<file path="src/rtl/csr_pkg.sv">
package csr_pkg;
  localparam int REG_W = 16;

  // data-bit positions whose meaning is fixed by behaviour
  localparam int B_INIT    = 0;
  localparam int B_CLEAR   = 1;
  localparam int B_INH     = 2;
  localparam int B_ERR     = 3;
  localparam int B_NORSP   = 4;
  localparam int B_RSP     = 5;
  localparam int B_INHACT  = 6;
  localparam int B_DEMEN   = 8;
  localparam int B_INTDEM  = 9;
  localparam int B_LOOP    = 10;
  localparam int B_BYP     = 11;
  localparam int B_OFFL    = 12;
  localparam int B_SWOFF   = 13;
  localparam int B_ATTN    = 15;
  localparam int N_STROBE  = 2;

  localparam logic [REG_W-1:0] WR_MASK =
    REG_W'((1 << B_INH) | (1 << B_DEMEN) | (1 << B_INTDEM) |
           (1 << B_LOOP) | (1 << B_BYP) | (1 << B_OFFL));
  localparam logic [REG_W-1:0] RST_VAL =
    REG_W'((1 << B_INH) | (1 << B_BYP) | (1 << B_OFFL));

  localparam int F_REREAD = 0;
  localparam int F_READ   = 1;
  localparam int F_WRITE  = 17;
  localparam int F_SET    = 19;
  localparam int F_CLR    = 23;
  localparam int S_MAIN   = 0;
  localparam int S_AGAIN  = 1;
  localparam int S_ATTN   = 12;

  typedef enum logic [2:0] {
    OP_NONE, OP_READ, OP_ATTN, OP_REREAD, OP_WRITE, OP_SET, OP_CLR
  } csr_op_e;
endpackage

</file>
<file path="src/rtl/csr_decode.sv">
module csr_decode
  import csr_pkg::*;
#(
  parameter int FUNC_W = 5,
  parameter int SUB_W  = 4
) (
  input  logic              cmd_valid,
  input  logic [FUNC_W-1:0] cmd_func,
  input  logic [SUB_W-1:0]  cmd_sub,
  output csr_op_e           op
);
  always_comb begin
    op = OP_NONE;
    if (cmd_valid) begin
      if (cmd_func == FUNC_W'(F_READ) && cmd_sub == SUB_W'(S_MAIN))
        op = OP_READ;
      else if (cmd_func == FUNC_W'(F_READ) && cmd_sub == SUB_W'(S_ATTN))
        op = OP_ATTN;
      else if (cmd_func == FUNC_W'(F_REREAD) && cmd_sub == SUB_W'(S_AGAIN))
        op = OP_REREAD;
      else if (cmd_func == FUNC_W'(F_WRITE) && cmd_sub == SUB_W'(S_MAIN))
        op = OP_WRITE;
      else if (cmd_func == FUNC_W'(F_SET) && cmd_sub == SUB_W'(S_MAIN))
        op = OP_SET;
      else if (cmd_func == FUNC_W'(F_CLR) && cmd_sub == SUB_W'(S_MAIN))
        op = OP_CLR;
    end
  end
endmodule

</file>
<file path="src/rtl/csr_store.sv">
module csr_store
  import csr_pkg::*;
(
  input  logic             clk,
  input  logic             rst_n,
  input  csr_op_e          op,
  input  logic [REG_W-1:0] wdata,
  output logic [REG_W-1:0] ctl_q,
  output logic [N_STROBE-1:0] stb_q
);
  logic [REG_W-1:0]    ctl_d;
  logic                ctl_en;
  logic [N_STROBE-1:0] stb_d;
  logic [REG_W-1:0]    wmask;

  assign wmask = wdata & WR_MASK;

  always_comb begin
    ctl_d  = ctl_q;
    ctl_en = 1'b0;
    stb_d  = '0;
    case (op)
      OP_WRITE: begin
        ctl_d  = wmask;
        ctl_en = 1'b1;
        stb_d  = wdata[N_STROBE-1:0];
      end
      OP_SET: begin
        ctl_d  = ctl_q | wmask;
        ctl_en = 1'b1;
        stb_d  = wdata[N_STROBE-1:0];
      end
      OP_CLR: begin
        ctl_d  = ctl_q & ~wmask;
        ctl_en = 1'b1;
      end
      default: ;
    endcase
  end

  always_ff @(posedge clk or negedge rst_n) begin
    if (!rst_n)      ctl_q <= RST_VAL;
    else if (ctl_en) ctl_q <= ctl_d;
  end

  for (genvar g = 0; g < N_STROBE; g++) begin : g_stb
    always_ff @(posedge clk or negedge rst_n) begin
      if (!rst_n) stb_q[g] <= 1'b0;
      else        stb_q[g] <= stb_d[g];
    end
  end
endmodule

</file>
<file path="src/rtl/csr_readmux.sv">
module csr_readmux
  import csr_pkg::*;
#(
  parameter int ATTN_W = 16
) (
  input  logic              clk,
  input  logic              rst_n,
  input  csr_op_e           op,
  input  logic [REG_W-1:0]  ctl_q,
  input  logic              err_flag,
  input  logic              noresp_flag,
  input  logic              resp_flag,
  input  logic              inhibit_state,
  input  logic              offline_actual,
  input  logic              switch_offline,
  input  logic              attn_present,
  input  logic [ATTN_W-1:0] attn_pattern,
  output logic [REG_W-1:0]  rd_q,
  output logic              rsp_q
);
  logic [REG_W-1:0] stat_word;
  logic [REG_W-1:0] rd_d;
  logic [REG_W-1:0] last_q;
  logic             last_en;
  logic             rsp_d;

  always_comb begin
    stat_word           = '0;
    stat_word[B_INH]    = ctl_q[B_INH];
    stat_word[B_ERR]    = err_flag;
    stat_word[B_NORSP]  = noresp_flag;
    stat_word[B_RSP]    = resp_flag;
    stat_word[B_INHACT] = inhibit_state;
    stat_word[B_DEMEN]  = ctl_q[B_DEMEN];
    stat_word[B_INTDEM] = ctl_q[B_INTDEM];
    stat_word[B_LOOP]   = ctl_q[B_LOOP];
    stat_word[B_BYP]    = ctl_q[B_BYP];
    stat_word[B_OFFL]   = offline_actual;
    stat_word[B_SWOFF]  = switch_offline;
    stat_word[B_ATTN]   = attn_present;
  end

  always_comb begin
    case (op)
      OP_READ:   rd_d = stat_word;
      OP_ATTN:   rd_d = REG_W'(attn_pattern);
      OP_REREAD: rd_d = last_q;
      default:   rd_d = '0;
    endcase
    last_en = (op == OP_READ) || (op == OP_ATTN);
    rsp_d   = (op != OP_NONE);
  end

  always_ff @(posedge clk or negedge rst_n) begin
    if (!rst_n) begin
      rd_q  <= '0;
      rsp_q <= 1'b0;
    end else begin
      rd_q  <= rd_d;
      rsp_q <= rsp_d;
    end
  end

  always_ff @(posedge clk or negedge rst_n) begin
    if (!rst_n)       last_q <= '0;
    else if (last_en) last_q <= rd_d;
  end
endmodule

</file>
<file path="src/rtl/crate_stat_reg.sv">
module crate_stat_reg
  import csr_pkg::*;
#(
  parameter int FUNC_W = 5,
  parameter int SUB_W  = 4,
  parameter int DATA_W = 16
) (
  input  logic              clk,
  input  logic              rst_n,
  input  logic              cmd_valid,
  input  logic [FUNC_W-1:0] cmd_func,
  input  logic [SUB_W-1:0]  cmd_sub,
  input  logic [DATA_W-1:0] cmd_wdata,
  input  logic              err_flag,
  input  logic              noresp_flag,
  input  logic              resp_flag,
  input  logic              inhibit_state,
  input  logic              offline_actual,
  input  logic              switch_offline,
  input  logic              attn_present,
  input  logic [DATA_W-1:0] attn_pattern,
  output logic [DATA_W-1:0] rd_data,
  output logic              rsp_ok,
  output logic              init_strobe,
  output logic              clear_strobe,
  output logic              ctl_inhibit,
  output logic              demand_en,
  output logic              int_demand,
  output logic              loop_collapse,
  output logic              bypass,
  output logic              offline_ctl
);
  csr_op_e             op;
  logic [REG_W-1:0]    ctl_q;
  logic [N_STROBE-1:0] stb_q;
  logic [REG_W-1:0]    rd_q;

  csr_decode #(.FUNC_W(FUNC_W), .SUB_W(SUB_W)) u_dec (
    .cmd_valid(cmd_valid), .cmd_func(cmd_func), .cmd_sub(cmd_sub), .op(op)
  );

  csr_store u_store (
    .clk(clk), .rst_n(rst_n), .op(op), .wdata(REG_W'(cmd_wdata)),
    .ctl_q(ctl_q), .stb_q(stb_q)
  );

  csr_readmux #(.ATTN_W(DATA_W)) u_rd (
    .clk(clk), .rst_n(rst_n), .op(op), .ctl_q(ctl_q),
    .err_flag(err_flag), .noresp_flag(noresp_flag), .resp_flag(resp_flag),
    .inhibit_state(inhibit_state), .offline_actual(offline_actual),
    .switch_offline(switch_offline), .attn_present(attn_present),
    .attn_pattern(attn_pattern), .rd_q(rd_q), .rsp_q(rsp_ok)
  );

  assign rd_data       = DATA_W'(rd_q);
  assign init_strobe   = stb_q[B_INIT];
  assign clear_strobe  = stb_q[B_CLEAR];
  assign ctl_inhibit   = ctl_q[B_INH];
  assign demand_en     = ctl_q[B_DEMEN];
  assign int_demand    = ctl_q[B_INTDEM];
  assign loop_collapse = ctl_q[B_LOOP];
  assign bypass        = ctl_q[B_BYP];
  assign offline_ctl   = ctl_q[B_OFFL];
endmodule

</file>
<file path="config.mk">
export PLATFORM = sky130hd
export DESIGN_NAME = crate_stat_reg
export DESIGN_NICKNAME = d
export VERILOG_FILES = /design/src/rtl/csr_pkg.sv /design/src/rtl/csr_decode.sv /design/src/rtl/csr_store.sv /design/src/rtl/csr_readmux.sv /design/src/rtl/crate_stat_reg.sv
export SDC_FILE = /design/constraint.sdc
export NUM_CORES = 1
export LEC_CHECK = 0
export ABC_AREA = 1
export CORE_MARGIN = 2
export CORE_UTILIZATION = 40
export CTS_CLUSTER_DIAMETER = 60
export CTS_CLUSTER_SIZE = 20
export DETAILED_ROUTE_END_ITERATION = 8
export DONT_BUFFER_PORTS = 1
export GPL_TIMING_DRIVEN = 0
export HOLD_SLACK_MARGIN = 0.08
export PLACE_DENSITY_LB_ADDON = 0.05
export SETUP_SLACK_MARGIN = 0.3
export SLEW_MARGIN = 20
export SYNTH_ARGS = -nofsm -noshare
export SYNTH_HDL_FRONTEND = slang
export SYNTH_HIERARCHICAL = 1
export SYNTH_SLANG_ARGS = --single-unit
</file>
<file path="constraint.sdc">
create_clock -name clk -period 1.2 [get_ports clk]
set_input_delay 0.3 -clock clk [delete_from_list [all_inputs] [get_ports clk]]
set_output_delay 0.3 -clock clk [all_outputs]
set_load 0.01 [all_outputs]
</file>
==> results of run 1 <==
==> registers in the layout (all words and copies together), names as in the netlist <==
| register | count |
|---|---|
| u_store/stb_q | 2 |
| u_rd/rd_q | 16 |
| u_rd/rsp_q | 1 |
| u_store/ctl_q | 6 |
| u_rd/last_q | 16 |
==> repair_timing <==
| action | in CTS | in global routing |
|---|---|---|
| hold endpoints to repair | 41 | 41 |
| buffers inserted | 7 | 2 |
| endpoints found under the setup margin | 66 | 66 |
| cloned | 2 | 0 |
| pin swaps | 18 | 8 |
| gates resized for setup | 70 | 26 |
==> report_power, final <==
part           switching (µW)  internal [µW]
sequential               36.8           1440
combinational            91.1           73.7
clock                     488            466
==> placed cells by master (no fill, tap or decap) <==
| master | count |
|---|---|
| a21oi_4 | 2 |
| buf_4 | 5 |
| buf_6 | 16 |
| buf_8 | 1 |
| clkbuf_8 | 6 |
| clkinv_2 | 1 |
| clkinv_4 | 3 |
| dfrtp_1 | 36 |
| dfrtp_2 | 2 |
| dfstp_2 | 3 |
| inv_1 | 23 |
| inv_12 | 1 |
| inv_16 | 1 |
| inv_2 | 2 |
| inv_4 | 5 |
| inv_6 | 2 |
| inv_8 | 1 |
| nand2_1 | 61 |
| nand2_2 | 10 |
| nand2_4 | 5 |
| nand2_8 | 2 |
| nand3_1 | 14 |
| nand3_2 | 13 |
| nand3_4 | 2 |
| nand4_1 | 30 |
| nor2_1 | 5 |
| nor2_2 | 3 |
| nor2_4 | 5 |
| nor3_4 | 1 |
| o21ai_2 | 1 |
| o22ai_1 | 6 |
| o22ai_2 | 2 |
==> worst min-delay path by stage <==
| stage | from | end | cells after the start |
|---|---|---|---|
| 6_report | rst_n | u_rd/rd_q[10] | 0 |
| 5_1_grt | rst_n | u_rd/rd_q[8] | 0 |
| 4_1_cts | rst_n | u_rd/rd_q[10] | 0 |
| 3_5_place_dp | rst_n | u_rd/rd_q[3] | 0 |
| 3_3_place_gp | rst_n | u_rd/rd_q[3] | 0 |
| 2_1_floorplan | rst_n | u_rd/last_q[0] | 0 |
==> layer usage <==
metal / track usage / vias to the layer above / part of all wire
met5: 0 / - / 0
met4: 0.0536 / 0 / 0.013
met3: 0.0643 / 8 / 0.084
met2: 0.299 / 62 / 0.48
met1: 0.268 / 824 / 0.43
li1: - / 862 / -
==> metrics by stage <==
stage                     hold WS [ns]  TNS [ns]  cell area [µm²]
after CTS                       -0.316    -0.532             2570
after global routing            -0.334     -3.93             2680
after detailed placement       0.00536    -17.74             2180
final                           -0.309     -1.02             2680
after floorplan                0.00441     -8.44             2090
after global placement         0.00540    -17.61             2180
==> layout make-up <==
cell class	count	area share
Sequential cell	41	0.386
Multi-Input combinational cell	162	0.383
Inverter	37	0.0776
Buffer	11	0.0463
Timing Repair Buffer	11	0.0407
Tap cell	67	0.0313
Clock buffer	6	0.0308
Clock inverter	2	0.00514
==> worst max-delay path: cells and delay by family <==
family	cells	cell delay [ns]
simple gates	6	0.42
buf+inv	5	0.47
compound gates	2	0.26
==> run summary, run 1 <==
Nets = 320
Vias in the first global route = 1712
CP Class = input port to flip-flop
Critical Path, Cell by Cell = inv_8 -> nand2_8 -> nor2_4 -> buf_4 -> o21ai_2 -> a21oi_4 -> inv_4 -> nand3_4 -> nand2_4 -> inv_4 -> buf_6 -> nand2_1 -> nand2_1
Max Root-Sink Buffers = 2
Detail Route Antenna Nets = 0
Fillers = 437
Die X-Extent = 75.1 µm
Input/output buffers = 0
H-tree depth = 2
Ys Warns = 6
PD cells = 970 nW/µm²
Fmax = 779 MHz
Placed insts = 318
Tot Pwr = 2600 µW
Period utilization = 1.07
CP max FO = 8
DR DRC count = 0
CP Data Required Time = 1.39 ns
Vias/cell = 5.21
Worst-Skew Late Latency = 0.29 ns
PnR worst setup slack = -0.0844 ns
Syn Inst Count = 251
Setup crit start kind = input port
Unrepaired setup endpoints after global routing = yes
Reg area = 1030 µm²
Share of layout cells above drive strength 1 = 0.352
GRT Residual Overflow = 0
Hpwl dp = 3340 µm
Gpl congestion = 0.783
Iter 0 DRT Violations = 135
Avg WL per Cell = 15.0 µm
Diode count = 0
Type of the worst min-delay path = input port to async pin
Clock sinks = 41
Worst hold-check slack = -0.309 ns
Multi-input logic area = 1020 µm²
Slew HR = 0.829
All-Layer GR Usage = 0.196
Clock Tree Root = clkbuf_8
WP data arrival = 1.47 ns
Worst Setup SP = cmd_func[3]
Vias post-DR = 1756
Clk pin slew, worst setup/hold paths = 0.08 ns
Max VDD drop = 0.453 mV
Fin. Hold Viols = 41
Failing checks = hold timing, setup timing
Fin Clk Skew = 0.00399 ns
CP max stage cell = o21ai_2
Global-route wire length before repair = 8270 µm
Final cell count without fillers = 337
Ports = 76
Max Transition Viols Final = 0
Reg2reg setup slack = 0.18 ns
Synthesized net count = 302
P_leak = 0.00137 µW
Setup violators final = 19
Slowest stage delay, CP = 0.17 ns
Outcome = finished, violations left
Max_cap viols = 0
CTS tree = built
Syn Std Cell Area = 2020 µm²
R2R depth = 4
Pre-CTS WS = -0.559 ns
Minimum clock period = 1.28 ns
Avg Cell Area, Syn = 8.06 µm²
Final WL = 5050 µm
Detailed Routing Iterations Pass 1 = 4
Die Span Y = 75.1 µm
Reg2reg start = u_store/ctl_q[11]
Core area = 4790 µm²
Critical path capture point = u_rd/last_q[2]
Layout area overhead = 32.4%
Post-Route Utilization = 0.559
Total CTS buffers = 5
Worst-Margin Slew = 0.256 ns
Die area = 5640 µm²
Initial antenna violation count = 0
Site row count = 25
Worst r2r dst = u_rd/last_q[11]
CP endpoint kind = flip-flop
Largest net degree at the start of global routing = 42
Starting Density = 0.422
Power figures use the tool's default switching activity.
==> run 2, diff against run 1 <==
Settings changed: PLACE_DENSITY from default to 0.66, PLACE_DENSITY_LB_ADDON 0.05 to default.
==> run 2 against run 1 <==
Core utilization grew 2.6 points. Design area rose by 4.6%. Sequential share of layout area shrank 1.7 points. Global-route usage decreased by 0.25 points. The flow still finishes with violations (hold timing, setup timing). Flip-flop and latch count did not move. Clock skew up 0.00066 ns. Critical path depth did not move.
==> run summary, run 2 (synthesis gave the netlist of run 1 again) <==
R2R depth = 4
Ports = 76
Layout area overhead = 38.6%
Input/output buffers = 0
WP data arrival = 1.53 ns
Switching part of the total power = 0.215
Share of layout cells above drive strength 1 = 0.407
Max Transition Viols Final = 0
Clock Tree Root = clkbuf_8
Minimum clock period = 1.35 ns
Period utilization = 1.12
Detail Route Antenna Nets = 0
Nets = 323
Total CTS buffers = 5
CP Class = input port to flip-flop
Iter 0 DRT Violations = 106
All-Layer GR Usage = 0.193
GRT Residual Overflow = 0
Reg area = 1030 µm²
Max VDD drop = 0.537 mV
Max_cap viols = 0
Worst hold-check slack = -0.305 ns
Biggest regs = u_rd/last_q x16, u_rd/rd_q x16, u_store/ctl_q x6
CP Data Required Time = 1.39 ns
Final WL = 5330 µm
Unrepaired setup endpoints after global routing = yes
Vias in the first global route = 1714
Detailed Routing Iterations Pass 1 = 4
Multi-input logic area = 1080 µm²
Pre-CTS WS = -0.524 ns
Site row count = 25
Setup violators final = 31
Fmax = 743 MHz
PnR worst setup slack = -0.147 ns
Most frequent cells in the layout = nand2_1 (53), dfrtp_1 (36), nand4_1 (30), inv_1 (23)
Fin Clk Skew = 0.00466 ns
Int Pwr = 2200 µW
CTS tree = built
Diode count = 0
Combinational share of power = 0.064
Initial antenna violation count = 0
Gpl congestion = 0.743
Worst-Margin Slew = 0.204 ns
Die Span Y = 75.1 µm
Worst-Skew Late Latency = 0.29 ns
Starting Density = 0.422
Vias post-DR = 1788
Setup crit start kind = input port
Hpwl dp = 3360 µm
Fin. Hold Viols = 41
Avg WL per Cell = 15.7 µm
P_leak = 0.00144 µW
Clk pwr share = 0.407
Slew HR = 0.864
Commonest non-fill, non-tap cell in the layout = nand2_1
CP max FO = 5
Die area = 5640 µm²
Type of the worst min-delay path = input port to async pin
DR DRC count = 0
Die X-Extent = 75.1 µm
Global-route wire length before repair = 8110 µm
Failing checks = hold timing, setup timing
Outcome = finished, violations left
Largest net degree at the start of global routing = 42
H-tree depth = 2
Sequential Power Share = 0.528
Clk pin slew, worst setup/hold paths = 0.08 ns
Core area = 4790 µm²
Sw power = 604 µW
Vias/cell = 5.26
CP endpoint kind = flip-flop
Max Root-Sink Buffers = 2
Clock sinks = 41
Fillers = 407
PD cells = 1000 nW/µm²
==> run 2: cell types whose count changed in the layout (fill, tap and decap cells not counted), moves of 3 or more <==
cell / delta
nand3_2: +3
nand2_1: -8
buf_6: -6
nand2_2: +6
buf_4: +6
nand3_1: -3
==> run 2: cell type report <==
cell class              count  share of cell area
multi-input cells         162               0.387
flip-flops and latches     41               0.368
inverters                  37              0.0844
plain buffers              11              0.0469
repair buffers             13              0.0389
clock buffers               7              0.0308
well taps                  67              0.0299
clock inverters             1              0.0107
repair inverters            1             0.00268
==> run 2: power groups by stage <==
stage | Sequential [µW] | Clock, µW | Combinational [µW]
final | 1480 | 1140 | 181
after global routing | 1490 | 1240 | 199
after CTS | 1480 | 1170 | 145
after detailed placement | 1510 | 0 | 118
after global placement | 1510 | 0 | 115
after floorplan | 1500 | 0 | 104
==> run 2: metrics by stage <==
stage | power, µW | TNS [ns] | utilization | cells | area (µm²)
final | 2810 | -2.52 | 0.585 | 340 | 2800
after global routing | 2930 | -5.10 | 0.585 | 340 | 2800
after CTS | 2800 | -0.492 | 0.536 | 337 | 2570
after detailed placement | 1620 | -16.63 | 0.455 | 318 | 2180
after global placement | 1620 | -15.49 | 0.455 | 318 | 2180
after floorplan | 1600 | -8.44 | - | 251 | 2090
==> run 2: worst max-delay path, stage by stage <==
cell	delay [ns]
inv_1	0.06
nand2_1	0.08
nor2_2	0.14
nand3_2	0.12
nand3_2	0.12
nand2_4	0.09
inv_8	0.10
nand3_4	0.10
nand2_4	0.13
inv_6	0.05
buf_8	0.13
nand2_2	0.06
nand2_2	0.04
==> run 2: worst paths after layout <==
kind | from | to | slack (ns)
max in group asynchronous | rst_n | u_store/ctl_q[12] | 1.32
min reg2reg | u_rd/last_q[11] | u_rd/last_q[11] | 0.48
min | rst_n | u_rd/rd_q[11] | -0.30
min in group clk | cmd_wdata[11] | u_store/ctl_q[11] | 0.10
max reg2reg | u_store/ctl_q[2] | u_rd/last_q[2] | 0.19
max | cmd_sub[1] | u_rd/last_q[13] | -0.15
==> run 2: metal layers <==
metal,up-vias,GRT usage,routed length (µm)
met3,5,0.0696,438
met2,59,0.316,2680
met4,0,0.0694,46
met1,855,0.236,2170
li1,869,-,-
met5,-,0,0
==> run 2: repair_timing <==
action | 4_1_cts | 5_1_grt
setup buffers | 9 | 3
pin swaps | 21 | 24
endpoints found under the setup margin | 66 | 66
endpoints found under the hold margin | 41 | 41
cloned | 2 | 0
resized for setup | 56 | 56
==> run 3, diff against run 2 <==
Settings changed: GPL_TIMING_DRIVEN 0 to default.
==> run 3 against run 2 <==
The flow still finishes with violations (hold timing, setup timing). Flip-flop and latch count unchanged. Non-clock buffer count is 5 higher. Largest cell class unchanged. Clock power shrank 19%. Sequential share of layout area about the same.
==> run summary, run 3 (synthesis gave the netlist of run 1 again) <==
Nets = 327
Die Span Y = 75.1 µm
Period utilization = 1.15
CTS tree = built
Reg area = 1030 µm²
Fin. Hold Viols = 41
Global-route wire length before repair = 8450 µm
Slew HR = 0.869
PD cells = 925 nW/µm²
Fillers = 410
Detailed Routing Iterations Pass 1 = 4
Clock Tree Root = clkbuf_8
DR WL met2 = 2690 µm
Type of the worst min-delay path = input port to async pin
Starting Density = 0.422
Fin Clk Skew = 0.00145 ns
Diode count = 0
Hpwl dp = 3360 µm
Share of layout cells above drive strength 1 = 0.422
Worst-Margin Slew = 0.197 ns
DR DRC count = 0
H-tree depth = 2
CP Data Required Time = 1.38 ns
Failing checks = hold timing, setup timing
Clk pin slew, worst setup/hold paths = 0.08 ns
Biggest regs = u_rd/last_q x16, u_rd/rd_q x16, u_store/ctl_q x6
Max VDD drop = 0.557 mV
Largest net degree at the start of global routing = 42
Gpl congestion = 0.799
Total CTS buffers = 5
Final WL = 5290 µm
Detail Route Antenna Nets = 0
Worst hold-check slack = -0.298 ns
Most frequent cells in the layout = nand2_1 (52), dfrtp_1 (36), nand4_1 (30), inv_1 (23), nand2_2 (22)
Vias post-DR = 1833
Core area = 4790 µm²
Site row count = 25
Clock sinks = 41
Initial antenna violation count = 0
Ports = 76
P_leak = 0.00146 µW
Layout area overhead = 38.7%
Outcome = finished, violations left
Iter 0 DRT Violations = 142
Max Used Layer = met4
Max_cap viols = 0
Setup crit start kind = input port
Input/output buffers = 0
Minimum clock period = 1.38 ns
WL met3 = 363 µm
GRT Residual Overflow = 0
Setup violators final = 38
Vias/cell = 5.33
Max Transition Viols Final = 0
CP Class = input port to flip-flop
Die X-Extent = 75.1 µm
WP data arrival = 1.56 ns
Tot Pwr = 2590 µW
Worst-Skew Late Latency = 0.28 ns
CP endpoint kind = flip-flop
Vias in the first global route = 1839
All-Layer GR Usage = 0.198
Multi-input logic area = 1080 µm²
Avg WL per Cell = 15.4 µm
Commonest non-fill, non-tap cell in the layout = nand2_1
DRT met1 WL = 2180 µm
Max Root-Sink Buffers = 2
Unrepaired setup endpoints after global routing = yes
Pre-CTS WS = -0.443 ns
Die area = 5640 µm²
CP max FO = 8
Fmax = 726 MHz
PnR worst setup slack = -0.178 ns
==> run 3: cell types whose count changed in the layout (fill, tap and decap cells not counted), sizes merged <==
cell	before	now
inv	34	35
clkbuf	7	8
bufinv	1	0
clkinv	3	2
buf	24	28
==> run 3: metrics by stage <==
step | TNS, ns | util | cells | area [µm²] | hold WS, ns
floorplan | -8.44 | - | 251 | 2090 | 0.00441
global placement | -13.17 | 0.474 | 329 | 2270 | 0.00543
detailed placement | -14.57 | 0.474 | 329 | 2270 | 0.00572
CTS | -1.38 | 0.542 | 342 | 2590 | -0.307
global route | -7.01 | 0.586 | 344 | 2800 | -0.318
finish | -3.82 | 0.586 | 344 | 2800 | -0.298
==> run 3: final cells by class <==
type | instances | share of cell area
Clock buffer | 7 | 0.0308
Clock inverter | 1 | 0.00268
Inverter | 37 | 0.0585
Multi-Input combinational cell | 162 | 0.385
Sequential cell | 41 | 0.368
Tap cell | 67 | 0.0299
Timing Repair Buffer | 29 | 0.125
==> run 3: per-layer routing <==
layer | GRT usage | vias up
met5 | 0 | -
met4 | 0.0655 | 0
met3 | 0.0616 | 4
met2 | 0.331 | 61
met1 | 0.242 | 887
li1 | - | 881
==> run 3: timing repair <==
action                                  in CTS  in global routing
pin swaps                                    5                 36
gates cloned                                 3                  1
resized for setup                           49                 48
endpoints found under the setup margin      66                 66
hold endpoints to repair                    41                 41
setup buffers                                2                  1
==> run 3: worst paths after layout <==
kind / from / to / slack, ns / cells after the start
worst max-delay path: cmd_sub[3] / u_rd/last_q[4] / -0.18 / 11
worst min-delay path: rst_n / u_rd/rd_q[0] / -0.30 / 0
worst max register to register: u_store/ctl_q[11] / u_rd/last_q[11] / 0.21 / 4
worst min register to register: u_rd/last_q[10] / u_rd/last_q[10] / 0.49 / 2
max in group asynchronous: rst_n / u_store/ctl_q[12] / 1.32 / 0
min in group clk: cmd_wdata[11] / u_store/ctl_q[11] / 0.10 / 2
==> run 3: where the power goes <==
| group | switching, µW | total [µW] | internal, µW |
|---|---|---|---|
| clock network | 461 | 929 | 467 |
| logic | 110 | 184 | 74.2 |
| registers | 38.9 | 1480 | 1440 |
==> run 3: critical path, cell delays in order <==
cell	delay (ns)
nor2_4	0.10
nand2_2	0.08
nor2_4	0.12
nand2_2	0.09
a21oi_4	0.19
clkinv_4	0.16
buf_8	0.17
nand4_1	0.10
nand3_2	0.12
nand2_2	0.08
nand2_2	0.05
